--- config.mk ---
export PLATFORM = sky130hd
export DESIGN_NAME = spindle_seq
export DESIGN_NICKNAME = d
export VERILOG_FILES = /design/src/rtl/spindle_pkg.sv /design/src/rtl/spindle_edge.sv /design/src/rtl/spindle_kick_tmr.sv /design/src/rtl/spindle_brk_tmr.sv /design/src/rtl/spindle_drive_mux.sv /design/src/rtl/spindle_seq.sv
export SDC_FILE = /design/constraint.sdc
export NUM_CORES = 1
export LEC_CHECK = 0
export BUFFER_PORTS_ARGS = -buffer_cell sky130_fd_sc_hd__buf_4
export CAP_MARGIN = 10
export CELL_PAD_IN_SITES_DETAIL_PLACEMENT = 0
export CELL_PAD_IN_SITES_GLOBAL_PLACEMENT = 1
export CORE_MARGIN = 1.5
export CORE_UTILIZATION = 46
export DETAILED_ROUTE_END_ITERATION = 8
export HOLD_SLACK_MARGIN = 0.15
export PLACE_DENSITY = 0.77
export REMOVE_ABC_BUFFERS = 1
export SLEW_MARGIN = 20
export SYNTH_ARGS = -nofsm -noshare
export SYNTH_HDL_FRONTEND = slang
export SYNTH_HIERARCHICAL = 1
export SYNTH_SLANG_ARGS = --single-unit
--- constraint.sdc ---
create_clock -name clk_i -period 3.15 [get_ports clk_i]
set_clock_uncertainty 0.2 [all_clocks]
set_input_delay 0.1575 -clock clk_i [delete_from_list [all_inputs] [get_ports clk_i]]
set_output_delay 0.1575 -clock clk_i [all_outputs]
set_load 0.05 [all_outputs]
--- src/rtl/spindle_pkg.sv ---
package spindle_pkg;
  typedef enum logic [1:0] {
    DRV_OFF   = 2'd0,
    DRV_KICK  = 2'd1,
    DRV_CLV   = 2'd2,
    DRV_BRAKE = 2'd3
  } drive_e;

  typedef enum logic [2:0] {
    ST_IDLE,
    ST_KICK,
    ST_CLV,
    ST_MEAS,
    ST_TAIL,
    ST_MAN
  } seq_state_e;
endpackage

--- src/rtl/spindle_edge.sv ---
module spindle_edge (
  input  logic clk_i,
  input  logic rst_ni,
  input  logic sig_i,
  output logic rise_o,
  output logic fall_o
);
  logic sig_q;

  always_ff @(posedge clk_i or negedge rst_ni) begin
    if (!rst_ni) sig_q <= 1'b0;
    else         sig_q <= sig_i;
  end

  assign rise_o = sig_i & ~sig_q;
  assign fall_o = ~sig_i & sig_q;
endmodule

--- src/rtl/spindle_kick_tmr.sv ---
module spindle_kick_tmr #(
  parameter int KICK_W = 8
) (
  input  logic              clk_i,
  input  logic              rst_ni,
  input  logic              load_i,
  input  logic [KICK_W-1:0] len_i,
  input  logic              dec_i,
  output logic              zero_o
);
  logic [KICK_W-1:0] cnt_q;

  always_ff @(posedge clk_i or negedge rst_ni) begin
    if (!rst_ni)                        cnt_q <= '0;
    else if (load_i)                    cnt_q <= len_i;
    else if (dec_i && (cnt_q != '0))    cnt_q <= cnt_q - 1'b1;
  end

  assign zero_o = (cnt_q == '0);
endmodule

--- src/rtl/spindle_brk_tmr.sv ---
module spindle_brk_tmr #(
  parameter int T_MAX_TICKS = 8800
) (
  input  logic clk_i,
  input  logic rst_ni,
  input  logic clr_i,
  input  logic inc_i,
  input  logic capture_i,
  input  logic dec_i,
  output logic at_cap_o,
  output logic t_zero_o,
  output logic rem_zero_o
);
  localparam int TW = $clog2(T_MAX_TICKS + 1);
  localparam int RW = TW + 1;
  localparam logic [TW-1:0] T_CAP = TW'(T_MAX_TICKS);

  logic [TW-1:0] t_q;
  logic [RW-1:0] rem_q;

  // measured interval, saturating
  always_ff @(posedge clk_i or negedge rst_ni) begin
    if (!rst_ni)                     t_q <= '0;
    else if (clr_i)                  t_q <= '0;
    else if (inc_i && (t_q != T_CAP)) t_q <= t_q + 1'b1;
  end

  // remaining tail = 2t
  always_ff @(posedge clk_i or negedge rst_ni) begin
    if (!rst_ni)                        rem_q <= '0;
    else if (capture_i)                 rem_q <= {t_q, 1'b0};
    else if (dec_i && (rem_q != '0))    rem_q <= rem_q - 1'b1;
  end

  assign at_cap_o   = (t_q == T_CAP);
  assign t_zero_o   = (t_q == '0);
  assign rem_zero_o = (rem_q == '0);
endmodule

--- src/rtl/spindle_drive_mux.sv ---
module spindle_drive_mux
  import spindle_pkg::*;
(
  input  seq_state_e state_i,
  input  logic       brake_i,
  input  logic       pwm_plus_i,
  input  logic       pwm_minus_i,
  output drive_e     drive_o,
  output logic       clv_en_o,
  output logic       pwm_plus_o,
  output logic       pwm_minus_o
);
  always_comb begin
    case (state_i)
      ST_KICK:         drive_o = DRV_KICK;
      ST_CLV:          drive_o = DRV_CLV;
      ST_MEAS, ST_TAIL: drive_o = DRV_BRAKE;
      ST_MAN:          drive_o = brake_i ? DRV_BRAKE : DRV_OFF;
      default:         drive_o = DRV_OFF;
    endcase
  end

  always_comb begin
    case (drive_o)
      DRV_KICK:  begin pwm_plus_o = 1'b1;       pwm_minus_o = 1'b0;        end
      DRV_CLV:   begin pwm_plus_o = pwm_plus_i; pwm_minus_o = pwm_minus_i; end
      DRV_BRAKE: begin pwm_plus_o = 1'b0;       pwm_minus_o = 1'b1;        end
      default:   begin pwm_plus_o = 1'b0;       pwm_minus_o = 1'b0;        end
    endcase
  end

  assign clv_en_o = (state_i == ST_CLV);
endmodule

--- src/rtl/spindle_seq.sv ---
module spindle_seq
  import spindle_pkg::*;
#(
  parameter int KICK_W      = 8,
  parameter int T_MAX_TICKS = 8800
) (
  input  logic              clk_i,
  input  logic              rst_ni,
  input  logic              tick_i,
  input  logic              start_i,
  input  logic              brk_manual_i,
  input  logic              brake_i,
  input  logic              kick_hold_i,
  input  logic [KICK_W-1:0] kick_len_i,
  input  logic              rot_pulse_i,
  input  logic              pwm_plus_i,
  input  logic              pwm_minus_i,
  output logic [1:0]        drive_o,
  output logic              clv_en_o,
  output logic              rot_flag_o,
  output logic              pwm_plus_o,
  output logic              pwm_minus_o
);
  seq_state_e st_q, st_d;
  drive_e     drive;
  logic start_rise, start_fall;
  logic kick_load, kick_dec, kick_zero;
  logic meas_clr, meas_inc, tail_cap, tail_dec;
  logic at_cap, t_zero, rem_zero;
  logic flag_q;

  spindle_edge u_start_edge (
    .clk_i  (clk_i),
    .rst_ni (rst_ni),
    .sig_i  (start_i),
    .rise_o (start_rise),
    .fall_o (start_fall)
  );

  spindle_kick_tmr #(.KICK_W(KICK_W)) u_kick (
    .clk_i  (clk_i),
    .rst_ni (rst_ni),
    .load_i (kick_load),
    .len_i  (kick_len_i),
    .dec_i  (kick_dec),
    .zero_o (kick_zero)
  );

  spindle_brk_tmr #(.T_MAX_TICKS(T_MAX_TICKS)) u_brk (
    .clk_i      (clk_i),
    .rst_ni     (rst_ni),
    .clr_i      (meas_clr),
    .inc_i      (meas_inc),
    .capture_i  (tail_cap),
    .dec_i      (tail_dec),
    .at_cap_o   (at_cap),
    .t_zero_o   (t_zero),
    .rem_zero_o (rem_zero)
  );

  assign kick_dec = (st_q == ST_KICK) && tick_i && !kick_hold_i;
  assign meas_inc = (st_q == ST_MEAS) && tick_i;
  assign tail_dec = (st_q == ST_TAIL) && tick_i;

  always_comb begin
    st_d      = st_q;
    kick_load = 1'b0;
    meas_clr  = 1'b0;
    tail_cap  = 1'b0;
    if (start_rise) begin
      // restart wins over every phase, brakes included
      st_d      = ST_KICK;
      kick_load = 1'b1;
    end else if (start_fall && (st_q == ST_KICK || st_q == ST_CLV)) begin
      if (brk_manual_i) begin
        st_d = ST_MAN;
      end else begin
        st_d     = ST_MEAS;
        meas_clr = 1'b1;
      end
    end else begin
      case (st_q)
        ST_KICK: if (kick_dec && kick_zero) st_d = ST_CLV;
        ST_MEAS: begin
          if (rot_pulse_i) begin
            tail_cap = 1'b1;
            st_d     = t_zero ? ST_IDLE : ST_TAIL;
          end else if (at_cap) begin
            tail_cap = 1'b1;
            st_d     = ST_TAIL;
          end
        end
        ST_TAIL: if (rem_zero) st_d = ST_IDLE;
        default: ;
      endcase
    end
  end

  always_ff @(posedge clk_i or negedge rst_ni) begin
    if (!rst_ni) st_q <= ST_IDLE;
    else         st_q <= st_d;
  end

  always_ff @(posedge clk_i or negedge rst_ni) begin
    if (!rst_ni)                               flag_q <= 1'b0;
    else if (start_rise)                       flag_q <= 1'b0;
    else if (st_q == ST_MEAS && rot_pulse_i)   flag_q <= 1'b1;
  end

  spindle_drive_mux u_mux (
    .state_i     (st_q),
    .brake_i     (brake_i),
    .pwm_plus_i  (pwm_plus_i),
    .pwm_minus_i (pwm_minus_i),
    .drive_o     (drive),
    .clv_en_o    (clv_en_o),
    .pwm_plus_o  (pwm_plus_o),
    .pwm_minus_o (pwm_minus_o)
  );

  assign drive_o    = drive;
  assign rot_flag_o = flag_q;
endmodule

==> metrics.log <==
INFO  metric drc = 0
INFO  metric hpwlAfterDp = 4480 microns
INFO  metric post_synthesis_cell_area = 2810 sq um
INFO  metric die_width = 81.1 microns
INFO  metric worst_path_most_repeated_cell = sky130_fd_sc_hd__nor3b_1
INFO  metric boundaryPins = 24
INFO  metric grt_start_max_net_pins = 43
INFO  metric final_cell_mix = 42 x sky130_fd_sc_hd__dfrtp_1, 33 x sky130_fd_sc_hd__nor2_1, 27 x sky130_fd_sc_hd__buf_4
INFO  metric synth.avg_cell_area = 9.12 sq um
INFO  metric via_count_of_the_first_global_routing_pass = 2281
INFO  metric rows = 28
INFO  metric register_area = 1050 sq um
INFO  metric number_of_instances_in_the_synthesized_netlist = 308
INFO  metric critical_path.cell_chain = nor3b_1 > and2_1 > nor3b_1 > nand4_1 > a2111oi_0 > o31a_1
INFO  metric ys_types = 69
INFO  metric final.period_utilization = 0.862
INFO  metric synth_ff_type = sky130_fd_sc_hd__dfrtp_1
INFO  metric die_h = 81.1 microns
INFO  metric cts_buffers = 5
INFO  metric power.combinational.fraction = 0.492
INFO  metric path_buf_inv = 0
INFO  metric wl_per_cell = 15.3 microns
INFO  metric clock_tree.root_cell = sky130_fd_sc_hd__clkbuf_8
INFO  metric finalNetCount = 370
INFO  metric critical-path-top-delay-family = simple AND/OR/NAND/NOR gates
INFO  metric synthArstFlopShare = 1.00
INFO  metric drt-total-wl = 6420 microns
INFO  metric swShare = 0.445
INFO  metric pwr-share-seq = 0.369
INFO  metric cts_num_sinks = 42
INFO  metric fin_crit = 2710 ps
INFO  metric finish.instance_area = 3260 sq um
INFO  metric placement.cell_area = 3060 sq um
INFO  metric setup_slack = 435 ps
INFO  metric worstMarginPinSlew = 598 ps
INFO  metric coreArea = 5920 sq um
INFO  metric post_route_cells_drive_above_1_share = 0.163
INFO  metric arrival = 2750 ps
INFO  metric outcome = completed
INFO  metric worst_hold_path_type = in -> async
INFO  metric timing.critical_path.fanout_max = 13
INFO  metric antenna_found_initial = 0
INFO  metric layout.cells.non_filler = 419
INFO  metric yosys_register_bits = 42
INFO  metric slowest_stage = sky130_fd_sc_hd__dfrtp_1
INFO  metric antenna_cells = 0
INFO  metric synth-seq-area-share = 0.374
INFO  metric maxCapViolCount = 0
INFO  metric layout.filler_cells = 566
INFO  metric endpoint_kind = register
INFO  metric tritoncts = yes
INFO  metric place_worst_setup_slack = 472 ps
INFO  metric clock_power_share = 0.139
INFO  metric power_per_cell_area = 742 nW/um^2
INFO  metric maxClockFrequency = 368 MHz
INFO  metric critical_path_class = reg -> reg
INFO  metric drtIter0Drc = 137
INFO  metric gpl.final_weighted_congestion = 0.755
INFO  metric via_per_inst = 5.77
INFO  metric grt_pass1_wl = 10900 microns
INFO  metric first_pass_iters = 4
INFO  metric via_total_after_detailed_routing = 2417
INFO  metric critPathLaunchType = register
INFO  metric syn_to_final_growth = 16.0%
INFO  metric p_int = 0.00134 W
INFO  metric initial_core_utilization = 0.474
INFO  metric vdd_ir_drop_max = 570 uV
INFO  metric detail-route-antenna-nets = 0
INFO  metric combined_area_of_the_multi_input_logic_cells = 1650 sq um
INFO  metric mostFrequentLayoutCell = sky130_fd_sc_hd__dfrtp_1
INFO  metric grt_util_all_layers = 0.213
INFO  metric final_max_slew_viol_count = 0
INFO  metric dieArea = 6580 sq um
INFO  metric worst_skew_pair.late_latency = 290 ps
INFO  metric synth_enable_flop_cells = 0
INFO  metric placed_cells_incl_taps = 400
INFO  metric setup_repair_after_global_routing_missed_its_margin = no
INFO  metric delay_of_the_slowest_critical_path_stage = 520 ps
INFO  metric cts-root-to-sink-buffers = 2
INFO  metric yosysWarnings = 6
INFO  metric total_leakage_power = 1.34 nW
INFO  metric p_switching = 0.00108 W
INFO  metric port_buffers = 23
INFO  metric worstPathRequired = 3190 ps
INFO  metric cts.htree.levels = 2
INFO  metric slew_headroom = 0.598
INFO  metric grt_remaining_overflow = 0
INFO  metric cts.reportedPaths.clkPinSlew = 80 ps
INFO  metric hold_viol = 0
INFO  metric final-setup-viol-count = 0
-- Yosys cell counts, types with 3 or more instances --
library cell	number	area, sq um
sky130_fd_sc_hd__a211o_1	3	26.3
sky130_fd_sc_hd__a21oi_1	8	40.0
sky130_fd_sc_hd__a31oi_1	8	50.1
sky130_fd_sc_hd__buf_2	3	15.0
sky130_fd_sc_hd__clkbuf_1	6	22.5
sky130_fd_sc_hd__dfrtp_1	42	1050
sky130_fd_sc_hd__ha_1	8	100
sky130_fd_sc_hd__inv_1	15	56.3
sky130_fd_sc_hd__mux2i_1	3	30.0
sky130_fd_sc_hd__nand2_1	20	75.1
sky130_fd_sc_hd__nand2b_1	10	62.6
sky130_fd_sc_hd__nand3_1	10	50.1
sky130_fd_sc_hd__nand4_1	12	75.1
sky130_fd_sc_hd__nand4b_1	3	26.3
sky130_fd_sc_hd__nor2_1	33	124
sky130_fd_sc_hd__nor2b_1	6	37.5
sky130_fd_sc_hd__nor3_1	10	50.1
sky130_fd_sc_hd__nor3b_1	8	60.1
sky130_fd_sc_hd__nor4_1	6	37.5
sky130_fd_sc_hd__nor4_4	3	63.8
sky130_fd_sc_hd__o21a_1	3	22.5
sky130_fd_sc_hd__o21ai_0	10	50.1
sky130_fd_sc_hd__o31a_1	3	26.3
sky130_fd_sc_hd__or3_1	7	43.8
sky130_fd_sc_hd__or4_1	6	45.0
sky130_fd_sc_hd__xnor2_1	5	43.8
sky130_fd_sc_hd__xor2_1	3	26.3
-- through the flow --
| step | hold WS [ps] | power (W) | utilization | TNS [ps] |
|---|---|---|---|---|
| 2_1_floorplan | -338 | 0.00175 | - | -28.2 |
| 3_3_place_gp | -11.9 | 0.00205 | 0.517 | 0 |
| 3_5_place_dp | -13.5 | 0.00207 | 0.517 | 0 |
| 4_1_cts | 175 | 0.00244 | 0.550 | 0 |
| 5_1_grt | 204 | 0.00260 | 0.550 | 0 |
| 6_report | 177 | 0.00242 | 0.550 | 0 |
-- repair_timing --
action,4_1_cts,5_1_grt
gates resized for setup,0,0
buffers inserted,0,0
hold buffers,12,0
endpoints found under the hold margin,57,0
-- layer usage --
metal  up-vias  GRT usage  wire, microns  share of wire
met5         -          0              0              0
met4         0     0.0655             78          0.012
met3         8     0.0281            156          0.024
met2        34      0.338           2930           0.46
met1      1157      0.300           3250           0.51
li1       1218          -              -              -
-- path summary, 6_finish.rpt --
path	startpoint	end	slack [ps]	depth (start not counted)
min reg2reg	rot_flag_o	rot_flag_o	310	2
max	st_q[0]	u_brk/rem_q[13]	440	6
max in group asynchronous	rst_ni	u_kick/cnt_q[1]	2200	2
min in group clk_i	kick_hold_i	st_q[0]	180	5
min	rst_ni	u_brk/rem_q[12]	180	2
max reg2reg	st_q[0]	u_brk/rem_q[13]	440	6
-- state kept, by name, summed over array words and instances (netlist names) --
register,count
st_q,3
rot_flag_o,1
u_brk/rem_q,15
u_brk/t_q,14
u_kick/cnt_q,8
u_start_edge/sig_q,1
-- cell families (layout without fill, tap and decap cells) --
family / after synthesis / after routing / share of synthesized area
compound gates: 65 / 65 / 0.176
xor+xnor: 8 / 8 / 0.0250
mux: 7 / 7 / 0.0294
flops: 42 / 42 / 0.374
fa+ha+maj: 9 / 9 / 0.0397
buf+inv: 27 / 63 / 0.0401
simple gates: 150 / 150 / 0.316
-- layout make-up --
cell class | count | share of cell area
Multi-Input combinational cell | 239 | 0.507
Sequential cell | 42 | 0.323
Timing Repair Buffer | 39 | 0.0991
Tap cell | 75 | 0.0288
Clock buffer | 7 | 0.0234
Inverter | 17 | 0.0196
-- power by group through the flow --
stage               clock [W]  combinational [W]  sequential, W
floorplan                   0           0.000869       0.000884
global placement            0            0.00116       0.000894
detailed placement          0            0.00117       0.000899
CTS                  0.000354            0.00119       0.000890
global route         0.000367            0.00131       0.000926
finish               0.000336            0.00119       0.000893
Note: power is estimated with default switching activity, not from simulation.
